==> src/rtl/vpd_pkg.sv <==
package vpd_pkg;

    // Default geometry of the product-data window
    localparam int VPD_ADDR_W   = 9;
    localparam int ROM_ADDR_W   = 9;
    localparam int XFER_BYTES   = 4;
    localparam int CTL_W        = 16;
    localparam int CTL_FLAG_BIT = 15;
    localparam int ROM_BASE     = 'h080;
    localparam int WR_LO        = 'h100;
    localparam int WR_SIZE      = 'h100;

    typedef enum logic {
        SEQ_IDLE = 1'b0,
        SEQ_RUN  = 1'b1
    } seq_state_e;

endpackage

==> src/rtl/vpd_addr_map.sv <==
module vpd_addr_map #(
    parameter  int VPD_AW   = 9,
    parameter  int ROM_AW   = 9,
    parameter  int NBYTES   = 4,
    parameter  int BASE     = 'h080,
    parameter  int RW_LO    = 'h100,
    parameter  int RW_SIZE  = 'h100,
    localparam int IW       = (NBYTES > 1) ? $clog2(NBYTES) : 1
) (
    input  logic [VPD_AW-1:0] start_addr,
    input  logic [IW-1:0]     lane_idx,
    output logic [ROM_AW-1:0] lane_addr,
    output logic              lane_writable
);

    localparam logic [ROM_AW:0] LO_X = (ROM_AW+1)'(RW_LO);
    localparam logic [ROM_AW:0] HI_X = (ROM_AW+1)'(RW_LO + RW_SIZE);

    logic [ROM_AW-1:0] lane_a [NBYTES];
    logic [NBYTES-1:0] lane_w;

    // One address and one protection decision per byte lane
    for (genvar k = 0; k < NBYTES; k++) begin : g_lane
        logic [ROM_AW:0] ext;
        assign lane_a[k] = ROM_AW'(start_addr) + ROM_AW'(BASE) + ROM_AW'(k);
        assign ext       = {1'b0, lane_a[k]};
        assign lane_w[k] = (ext >= LO_X) && (ext < HI_X);
    end

    assign lane_addr     = lane_a[lane_idx];
    assign lane_writable = lane_w[lane_idx];

endmodule

==> src/rtl/vpd_host_regs.sv <==
module vpd_host_regs #(
    parameter  int VPD_AW   = 9,
    parameter  int CTL_W    = 16,
    parameter  int FLAG_BIT = 15,
    parameter  int NBYTES   = 4,
    localparam int IW       = (NBYTES > 1) ? $clog2(NBYTES) : 1,
    localparam int DW       = 8 * NBYTES
) (
    input  logic              clk,
    input  logic              rst_n,
    input  logic              ctl_we,
    input  logic [CTL_W-1:0]  ctl_wdata,
    input  logic              dat_we,
    input  logic [DW-1:0]     dat_wdata,
    input  logic              busy,
    input  logic              cap_en,
    input  logic [IW-1:0]     cap_idx,
    input  logic [7:0]        cap_byte,
    input  logic              op_done,
    output logic              go,
    output logic              go_write,
    output logic [VPD_AW-1:0] start_addr,
    output logic [DW-1:0]     dat_q,
    output logic [CTL_W-1:0]  ctl_rdata
);

    typedef struct packed {
        logic [VPD_AW-1:0] addr;
        logic              flag;
        logic [DW-1:0]     data;
    } host_regs_t;

    host_regs_t r_d, r_q;

    logic unused_ctl_bits;
    assign unused_ctl_bits = ^ctl_wdata[CTL_W-1:VPD_AW];

    always_comb begin
        r_d      = r_q;
        go       = ctl_we && !busy;
        go_write = ctl_wdata[FLAG_BIT];
        if (go) begin
            r_d.addr = ctl_wdata[VPD_AW-1:0];
            r_d.flag = ctl_wdata[FLAG_BIT];
        end
        if (dat_we && !busy) begin
            r_d.data = dat_wdata;
        end
        if (cap_en) begin
            r_d.data[8*cap_idx +: 8] = cap_byte;
        end
        if (op_done) begin
            r_d.flag = ~r_q.flag;
        end
    end

    always_ff @(posedge clk or negedge rst_n) begin
        if (!rst_n) r_q <= '0;
        else        r_q <= r_d;
    end

    always_comb begin
        ctl_rdata                = '0;
        ctl_rdata[VPD_AW-1:0]    = r_q.addr;
        ctl_rdata[FLAG_BIT]      = r_q.flag;
    end

    assign start_addr = r_q.addr;
    assign dat_q      = r_q.data;

endmodule

==> src/rtl/vpd_xfer_seq.sv <==
module vpd_xfer_seq
    import vpd_pkg::*;
#(
    parameter  int ROM_AW = 9,
    parameter  int NBYTES = 4,
    localparam int IW     = (NBYTES > 1) ? $clog2(NBYTES) : 1,
    localparam int DW     = 8 * NBYTES
) (
    input  logic              clk,
    input  logic              rst_n,
    input  logic              go,
    input  logic              go_write,
    input  logic [DW-1:0]     wr_data,
    input  logic [ROM_AW-1:0] lane_addr,
    input  logic              lane_writable,
    input  logic              rom_ack,
    input  logic [7:0]        rom_rdata,
    output logic [IW-1:0]     byte_idx,
    output logic              busy,
    output logic              rom_req,
    output logic              rom_we,
    output logic [ROM_AW-1:0] rom_addr,
    output logic [7:0]        rom_wdata,
    output logic              cap_en,
    output logic [7:0]        cap_byte,
    output logic              op_done
);

    localparam logic [IW-1:0] LAST = IW'(NBYTES - 1);

    typedef struct packed {
        seq_state_e     st;
        logic [IW-1:0]  idx;
        logic           wr;
    } seq_regs_t;

    seq_regs_t s_d, s_q;
    logic      running, skip, step;

    always_comb begin
        s_d     = s_q;
        running = (s_q.st == SEQ_RUN);
        skip    = running && s_q.wr && !lane_writable;
        rom_req = running && !skip;
        step    = skip || (rom_req && rom_ack);
        op_done = step && (s_q.idx == LAST);
        cap_en  = rom_req && rom_ack && !s_q.wr;

        if (!running && go) begin
            s_d.st  = SEQ_RUN;
            s_d.idx = '0;
            s_d.wr  = go_write;
        end
        if (step) begin
            if (s_q.idx == LAST) s_d.st  = SEQ_IDLE;
            else                 s_d.idx = s_q.idx + 1'b1;
        end
    end

    always_ff @(posedge clk or negedge rst_n) begin
        if (!rst_n) s_q <= '{st: SEQ_IDLE, idx: '0, wr: 1'b0};
        else        s_q <= s_d;
    end

    assign busy      = running;
    assign byte_idx  = s_q.idx;
    assign rom_we    = rom_req && s_q.wr;
    assign rom_addr  = rom_req ? lane_addr : '0;
    assign rom_wdata = (rom_req && s_q.wr) ? wr_data[8*s_q.idx +: 8] : 8'h00;
    assign cap_byte  = rom_rdata;

endmodule

==> src/rtl/vpd_rom_ctrl.sv <==
module vpd_rom_ctrl #(
    parameter  int VPD_AW   = vpd_pkg::VPD_ADDR_W,
    parameter  int ROM_AW   = vpd_pkg::ROM_ADDR_W,
    parameter  int NBYTES   = vpd_pkg::XFER_BYTES,
    parameter  int CTL_W    = vpd_pkg::CTL_W,
    parameter  int FLAG_BIT = vpd_pkg::CTL_FLAG_BIT,
    parameter  int BASE     = vpd_pkg::ROM_BASE,
    parameter  int RW_LO    = vpd_pkg::WR_LO,
    parameter  int RW_SIZE  = vpd_pkg::WR_SIZE
) (
    input  logic                  clk,
    input  logic                  rst_n,
    input  logic                  host_ctl_we,
    input  logic [CTL_W-1:0]      host_ctl_wdata,
    input  logic                  host_dat_we,
    input  logic [8*NBYTES-1:0]   host_dat_wdata,
    output logic [CTL_W-1:0]      host_ctl_rdata,
    output logic [8*NBYTES-1:0]   host_dat_rdata,
    output logic                  rom_req,
    output logic                  rom_we,
    output logic [ROM_AW-1:0]     rom_addr,
    output logic [7:0]            rom_wdata,
    input  logic                  rom_ack,
    input  logic [7:0]            rom_rdata
);

    localparam int IW = (NBYTES > 1) ? $clog2(NBYTES) : 1;
    localparam int DW = 8 * NBYTES;

    logic              go, go_write, busy, cap_en, op_done, lane_writable;
    logic [IW-1:0]     byte_idx;
    logic [7:0]        cap_byte;
    logic [VPD_AW-1:0] start_addr;
    logic [DW-1:0]     dat_q;
    logic [ROM_AW-1:0] lane_addr;

    vpd_host_regs #(
        .VPD_AW   (VPD_AW),
        .CTL_W    (CTL_W),
        .FLAG_BIT (FLAG_BIT),
        .NBYTES   (NBYTES)
    ) u_regs (
        .clk        (clk),
        .rst_n      (rst_n),
        .ctl_we     (host_ctl_we),
        .ctl_wdata  (host_ctl_wdata),
        .dat_we     (host_dat_we),
        .dat_wdata  (host_dat_wdata),
        .busy       (busy),
        .cap_en     (cap_en),
        .cap_idx    (byte_idx),
        .cap_byte   (cap_byte),
        .op_done    (op_done),
        .go         (go),
        .go_write   (go_write),
        .start_addr (start_addr),
        .dat_q      (dat_q),
        .ctl_rdata  (host_ctl_rdata)
    );

    vpd_addr_map #(
        .VPD_AW  (VPD_AW),
        .ROM_AW  (ROM_AW),
        .NBYTES  (NBYTES),
        .BASE    (BASE),
        .RW_LO   (RW_LO),
        .RW_SIZE (RW_SIZE)
    ) u_map (
        .start_addr    (start_addr),
        .lane_idx      (byte_idx),
        .lane_addr     (lane_addr),
        .lane_writable (lane_writable)
    );

    vpd_xfer_seq #(
        .ROM_AW (ROM_AW),
        .NBYTES (NBYTES)
    ) u_seq (
        .clk           (clk),
        .rst_n         (rst_n),
        .go            (go),
        .go_write      (go_write),
        .wr_data       (dat_q),
        .lane_addr     (lane_addr),
        .lane_writable (lane_writable),
        .rom_ack       (rom_ack),
        .rom_rdata     (rom_rdata),
        .byte_idx      (byte_idx),
        .busy          (busy),
        .rom_req       (rom_req),
        .rom_we        (rom_we),
        .rom_addr      (rom_addr),
        .rom_wdata     (rom_wdata),
        .cap_en        (cap_en),
        .cap_byte      (cap_byte),
        .op_done       (op_done)
    );

    assign host_dat_rdata = dat_q;

endmodule

==> config.mk <==
export PLATFORM = sky130hd
export DESIGN_NAME = vpd_rom_ctrl
export DESIGN_NICKNAME = d
export VERILOG_FILES = /design/src/rtl/vpd_pkg.sv /design/src/rtl/vpd_addr_map.sv /design/src/rtl/vpd_host_regs.sv /design/src/rtl/vpd_xfer_seq.sv /design/src/rtl/vpd_rom_ctrl.sv
export SDC_FILE = /design/constraint.sdc
export NUM_CORES = 1
export LEC_CHECK = 0
export ABC_AREA = 1
export BUFFER_PORTS_ARGS = -buffer_cell sky130_fd_sc_hd__buf_2
export CORE_UTILIZATION = 44
export DETAILED_ROUTE_END_ITERATION = 16
export PLACE_DENSITY = 0.85
export SETUP_SLACK_MARGIN = 0.4
export SLEW_MARGIN = 10
export SYNTH_ARGS = -nofsm -noshare
export SYNTH_HDL_FRONTEND = slang
export SYNTH_SLANG_ARGS = --single-unit
==> constraint.sdc <==
create_clock -name clk -period 2 [get_ports clk]
set_clock_uncertainty 0.05 [all_clocks]
set_input_delay 0.6 -clock clk [delete_from_list [all_inputs] [get_ports clk]]
set_output_delay 0.6 -clock clk [all_outputs]
set_load 0.03 [all_outputs]
== Word level (Yosys, flattened, before mapping) ==
Index checks and enable logic that the tools add are counted.

* Bits in writable memories: 0
* Latch bits: 0
* Word-level logic and storage cells: 64
* Input port bits: 61
* Memory bits (read-only): 0
* Flip-flop bits (word level): 46
* Memories: 0
* Output and inout bits: 67

* Divide/modulo/power cells: 0
* Equality and inequality tests: 1
* Add/sub/neg operators: 6
* Bitwise gates (word level): 2
* Muxes and demuxes: 16
* Reductions and logical operators: 20
* Multiply operators: 0
* Magnitude comparators: 10
* Shift operators: 3

{| class="wikitable"
|+ Operators with widths
! operator !! number
|-
| 2-to-1 mux 32 bit || 2
|-
| < comparator 9 x 10 -> 1 bit, second input constant || 4
|-
| greater-or-equal comparator 9 bit, second input constant || 4
|-
| negation 5 -> 34 bit || 1
|-
| variable shift 8 x 34 -> 32 bit, first input constant || 1
|-
| indexed part select 8 x 34 -> 32 bit || 1
|-
| bitwise mux 32 bit || 1
|-
| indexed part select 32 x 6 -> 8 bit || 1
|-
| 2-to-1 mux 9 bit || 3
|-
| adder 9 x 2 -> 9 bit, second input constant || 2
|-
| binary-select mux 9 bit (select 2 bit) || 1
|-
| logical AND 1 bit || 14
|-
| adder 9 x 1 -> 9 bit, second input constant || 1
|-
| adder 9 x 8 -> 9 bit, second input constant || 1
|-
| 2-to-1 mux 8 bit || 1
|-
| logical NOT 1 bit || 4
|-
| 2-to-1 mux 1 bit || 4
|-
| 2-to-1 mux 4 bit || 1
|-
| greater-or-equal comparator 3 bit, second input constant || 1
|-
| < comparator 2 x 3 -> 1 bit, second input constant || 1
|-
| 2-to-1 mux 3 bit || 1
|-
| inverter 2 -> 3 bit || 1
|-
| adder 2 x 1 -> 2 bit, second input constant || 1
|-
| binary-select mux 1 bit (select 2 bit) || 1
|-
| other kinds (5) || 5
|}

== Longest topological paths before layout ==
* Word-level depth: 14
* Mapped depth: 13
* Mapped depth without buffers: 13

== Modules after synthesis ==
From an unflattened synthesis, not the netlist that was laid out.

* Cell total of the unflattened synthesis: 574
* Area, all modules: 3,817.4 µm²

{| class="wikitable"
|+ By module, submodules not included
! module !! cells each !! seq. area each (µm²) !! instances !! area each (µm²)
|-
| vpd_host_regs || 340 || 1,051.0 || 1 || 2,521.2
|-
| vpd_xfer_seq || 157 || 100.1 || 1 || 857.1
|-
| vpd_addr_map || 77 || 0.0 || 1 || 439.2
|}

== Least setup slack after synthesis ==
No wires, ideal clock.

* Kind: reg2out
* Start: register u_regs.r_q (netlist bit u_regs.start_addr[1])
* End: output rom_wdata[0]
* Cell stages (with the launch flop): 12
* Required time: 1.350 ns
* Slack: -0.678 ns
* Path buffers: 0
* Arrival: 2.028 ns
* Cells stage by stage: dfrtp_1 -> inv_1 -> ha_1 -> inv_1 -> nand2_1 -> nand2_4 -> nand3_1 -> nand2_1 -> nand3_2 -> nand2_2 -> nand2_2 -> a21oi_1

* Cells in the longest elaborated chain, start to end: 12
* Elaborated cells on any way between the ends: 24
* Classes of those cells: add/sub (4); order compare (8); mux (3); reduce/logical (9)

{| class="wikitable"
|+ Ends and longest elaborated chain
! item !! line !! text
|-
| start, declared || vpd_host_regs.sv:33 || <nowiki>host_regs_t r_d, r_q;</nowiki>
|-
| start signal, assigned || vpd_host_regs.sv:59 || <nowiki>else r_q <= r_d;</nowiki>
|-
| adder 9 x 8 -> 9 bit (*) || vpd_addr_map.sv:25 || <nowiki>assign lane_a[k] = ROM_AW'(start_addr) + ROM_AW'(BASE) + ROM_AW'(k);</nowiki>
|-
| adder 9 x 1 -> 9 bit or adder 9 x 2 -> 9 bit (tied branches) || vpd_addr_map.sv:25 ||
|-
| < comparator 9 x 10 -> 1 bit or greater-or-equal comparator 9 bit (tied branches) || vpd_addr_map.sv:27 || <nowiki>assign lane_w[k] = (ext >= LO_X) && (ext < HI_X);</nowiki>
|-
| logical AND 1 bit || vpd_addr_map.sv:27 ||
|-
| binary-select mux 1 bit (select 2 bit) (*) || vpd_addr_map.sv:31 || <nowiki>assign lane_writable = lane_w[lane_idx];</nowiki>
|-
| 2-to-1 mux 1 bit (not written as such) (*) || vpd_addr_map.sv:31 ||
|-
| logical NOT 1 bit (*) || vpd_xfer_seq.sv:43 || <nowiki>skip = running && s_q.wr && !lane_writable;</nowiki>
|-
| logical AND 1 bit (*) || vpd_xfer_seq.sv:43 ||
|-
| logical NOT 1 bit (*) || vpd_xfer_seq.sv:44 || <nowiki>rom_req = running && !skip;</nowiki>
|-
| logical AND 1 bit (*) || vpd_xfer_seq.sv:44 ||
|-
| logical AND 1 bit (*) || vpd_xfer_seq.sv:69 || <nowiki>assign rom_wdata = (rom_req && s_q.wr) ? wr_data[8*s_q.idx +: 8] : 8'h00;</nowiki>
|-
| 2-to-1 mux 8 bit (*) || vpd_xfer_seq.sv:69 ||
|-
| end, declared || vpd_rom_ctrl.sv:22 || <nowiki>output logic [7:0] rom_wdata,</nowiki>
|}

Every way passes the cells marked *; elsewhere a longest branch is shown, timed or not. The select of a mux whose other input is x is not followed.

== Worst setup path in the final report ==
* Start: register u_regs.r_q (netlist bit u_regs.start_addr[0])
* End: output rom_addr[1]

* Cells in the longest elaborated chain, start to end: 11
* Elaborated cells on any way between the ends: 26
* Classes of those cells: add/sub (4); order compare (8); mux (6); reduce/logical (8)

{| class="wikitable"
|+ Ends and longest elaborated chain
! item !! line !! text
|-
| adder 9 x 8 -> 9 bit (*) || vpd_addr_map.sv:25 ||
|-
| adder 9 x 1 -> 9 bit or adder 9 x 2 -> 9 bit (tied branches) || vpd_addr_map.sv:25 ||
|-
| < comparator 9 x 10 -> 1 bit or greater-or-equal comparator 9 bit (tied branches) || vpd_addr_map.sv:27 ||
|-
| logical AND 1 bit || vpd_addr_map.sv:27 ||
|-
| binary-select mux 1 bit (select 2 bit) || vpd_addr_map.sv:31 ||
|-
| 2-to-1 mux 1 bit (not written as such) || vpd_addr_map.sv:31 ||
|-
| logical NOT 1 bit || vpd_xfer_seq.sv:43 ||
|-
| logical AND 1 bit || vpd_xfer_seq.sv:43 ||
|-
| logical NOT 1 bit || vpd_xfer_seq.sv:44 ||
|-
| logical AND 1 bit || vpd_xfer_seq.sv:44 ||
|-
| 2-to-1 mux 9 bit (*) || vpd_xfer_seq.sv:68 || <nowiki>assign rom_addr = rom_req ? lane_addr : '0;</nowiki>
|-
| end, declared || vpd_rom_ctrl.sv:21 || <nowiki>output logic [ROM_AW-1:0] rom_addr,</nowiki>
|}

Marked as above.

==> impl_metrics.env <==
export IMPL_die_y_um=85.4
export IMPL_r2r_slack_ps=-110
export IMPL_place_worst_setup_slack_ps=-370
export IMPL_whs_ps=206
export IMPL_synth_area_top_cells="dfrtp_1 38%, nand2_1 11%, a31oi_1 8.6%, nand3_1 5.6%, nor2_1 5.3%"
export IMPL_pin_count=128
export IMPL_final_common_cell="nand2_1"
export IMPL_vias=3957
export IMPL_syn_area_um2=3060
export IMPL_fin_area_um2=5050
export IMPL_ir_drop_mv=0.993
export IMPL_syn2layout_area_growth_pct=65.1
export IMPL_synth_warnings=0
export IMPL_grt_max_degree=47
export IMPL_met1_usage_pct=37.6
export IMPL_r2r_start="u_regs.start_addr[0]"
export IMPL_violations="setup timing"
export IMPL_n_fill_cell=432
export IMPL_r2r_cells=13
export IMPL_power_leakage_nw=2.36
export IMPL_synth_distinct_cells=33
export IMPL_yosysSeqAreaShare_pct=37.6
export IMPL_cts_buffers=5
export IMPL_ys_ff_latch=46
export IMPL_n_antenna_cell=0
export IMPL_syn_avg_cell_area_um2=7.34
export IMPL_initial_utilization_pct=45.3
export IMPL_placementRows=30
export IMPL_setup_tns_ps=-13320
export IMPL_synthDominantCellAreaShare_pct=37.6
export IMPL_drive_gt1_share_pct=46.6
export IMPL_drt_iter0_markers=338
export IMPL_r2r_end="u_seq.byte_idx[1]"
export IMPL_worst_slew_pin_slew_ps=552
export IMPL_finalHoldViolCount=0
export IMPL_via_per_inst=6.04
export IMPL_path_cells="inv_2, ha_4, inv_2, nand2_2, nand2_4, nand4_1, nand3_4, nand3_4, nand2_8, a21oi_4, buf_6"
export IMPL_max_slew_margin_rel_pct=62.8
export IMPL_yosys_area_top_type="dfrtp_1"
export IMPL_maxCapViolCount=0
export IMPL_grt_pass1_wl_mm=18.4
export IMPL_grt_setup_unrepaired="true"
export IMPL_clk_pin_slew_ps=100
export IMPL_status="finished, violations left"
export IMPL_place_area_um2=4150
export IMPL_drt_wirelength_per_cell_um=19.1
export IMPL_dr_pass1_iters=5
export IMPL_cellPowerDensity_nw_per_um2=2210
export IMPL_grt_use_total_pct=32.8
export IMPL_layout_common_cells="81 x nand2_1, 71 x buf_2, 47 x buf_6, 42 x dfrtp_1, 40 x buf_4"
export IMPL_grt_util_met3_pct=5.84
export IMPL_grt_busiest_layer="met2"
export IMPL_grt_overflow_total=0
export IMPL_cts_hold_buf=0
export IMPL_ant_nets=0
export IMPL_finalSetupViolations=23
export IMPL_timing_final_crit_share_pct=137
export IMPL_slew_violations=0
export IMPL_fin_crit_ps=2750
export IMPL_worstPathMaxFanout=5
export IMPL_core_um2=6760
export IMPL_fp_dieW_um=85.4
export IMPL_cts_buffer_depth=2
export IMPL_fin_ws_ps=-749
export IMPL_netlist_instances=417
export IMPL_slowest_stage="dfrtp_2"
export IMPL_grt_pass1_vias=3775
export IMPL_cts_htree_levels=2
export IMPL_root_buffer="clkbuf_8"
export IMPL_worstHoldPathType="in -> async"
export IMPL_worstSetupPathType="reg -> out"
export IMPL_clkSinkCount=46
export IMPL_worstPathArrival_ps=2100
export IMPL_final_nets=645
export IMPL_drc=0
export IMPL_routabilityCongestion=0.872
export IMPL_wl_mm=12.5
export IMPL_antenna_found_initial=0
export IMPL_numPortBuffers=115
export IMPL_fin_util_pct=74.8
export IMPL_fmax_ghz=0.364
export IMPL_dp_hpwl_mm=6.91
export IMPL_required_ps=1350
export IMPL_die_area_um2=7290
export IMPL_cts_tree="built"
export IMPL_clk_latency_ps=310
export IMPL_cpPeakStageDelay_ps=480
export IMPL_grtUsageMet2_pct=56.8
export IMPL_critPathLaunchType="flip-flop"
export IMPL_endpoint_kind="output pin"
layout make-up:
| cell class | instances | area [um^2] | area share (%) |
|---|---|---|---|
| flip-flops and latches | 46 | 1160 | 22.9 |
| clock inverters | 3 | 43.8 | 0.867 |
| inverters | 30 | 136 | 2.70 |
| repair buffers | 173 | 1420 | 28.0 |
| multi-input cells | 318 | 2130 | 42.2 |
| clock buffers | 5 | 68.8 | 1.36 |
| well taps | 80 | 100 | 1.98 |
kinds of logic (layout without fill, tap and decap cells):
logic type                 after synthesis  count (layout)  share of synthesized area, %
buffers and inverters                   60             211                          9.08
AOI/OAI and AO/OA                      109             109                          20.0
muxes                                    2               2                         0.654
other                                    1               6                         0.123
DFF                                     46              46                          37.6
and+or+nand+nor                        184             186                          27.0
xor gates and xnor gates                 5               5                          1.43
adders and majority gates               10              10                          4.09
power by group:
group,switching (mW),internal [mW]
Clock,0.370,0.376
Combinational,5.11,3.41
Sequential,0.502,1.42
Total,5.99,5.20
sequential cells by signal (all words and copies together), names as in the netlist:
signal and count:
u_seq.byte_idx 2, u_seq.busy 1, u_seq.s_q 1, u_regs.dat_q 32, u_regs.ctl_rdata 1, u_regs.start_addr 9
per-layer routing:
metal | vias up | share of wire (%)
met1 | 1867 | 35
li1 | 1718 | -
met3 | 73 | 9.0
met4 | 0 | 5.0
met5 | - | 0
met2 | 299 | 51
synth_stat cells:
master     n
nand2_1   87
dfrtp_1   46
nor2_1    43
a31oi_1   42
nand3_1   34
o21ai_0   31
a21oi_1   30
inv_1     28
clkbuf_1  14
ha_1      10
buf_2      7
buf_4      6
nand4_1    5
xor2_1     5
nand2_2    4
o21ai_1    4
nand2_4    3
mux2i_1    2
nand3_2    2
buf_1      1
buf_6      1
buf_8      1
conb_1     1
inv_2      1
inv_4      1
nand3_4    1
nand3b_1   1
nor2_2     1
nor2_4     1
nor3_2     1
o211ai_1   1
o21ai_4    1
or2_2      1
stage by stage:
step,cells,total power [mW]
2_1_floorplan,422,6.43
3_3_place_gp,622,7.94
3_5_place_dp,622,8.11
4_1_cts,649,10.3
5_1_grt,655,11.7
6_report,655,11.2
worst max path at each step:
stage | startpoint | to | slack, ps | cells past startpoint
floorplan | u_regs.start_addr[1] | rom_addr[1] | -300 | 9
global placement | u_regs.start_addr[1] | rom_wdata[5] | -310 | 12
detailed placement | u_regs.start_addr[1] | rom_wdata[5] | -370 | 12
CTS | u_regs.start_addr[1] | rom_wdata[5] | -650 | 10
global route | u_regs.start_addr[0] | rom_addr[1] | -810 | 11
finish | u_regs.start_addr[0] | rom_addr[1] | -750 | 11
critical path: cells and delay by family (launching register included):
kind,cells,cell delay [ps]
buf+inv,3,280
compound gates,1,150
simple gates,6,730
fa+ha+maj,1,140
flops,1,480
timing repair:
action | CTS | global route
setup buffers | 15 | 6
pin swaps | 9 | 9
gates cloned | 4 | 0
setup endpoints to repair | 63 | 79
resized for setup | 94 | 65
(Power assumes the default switching activity.)
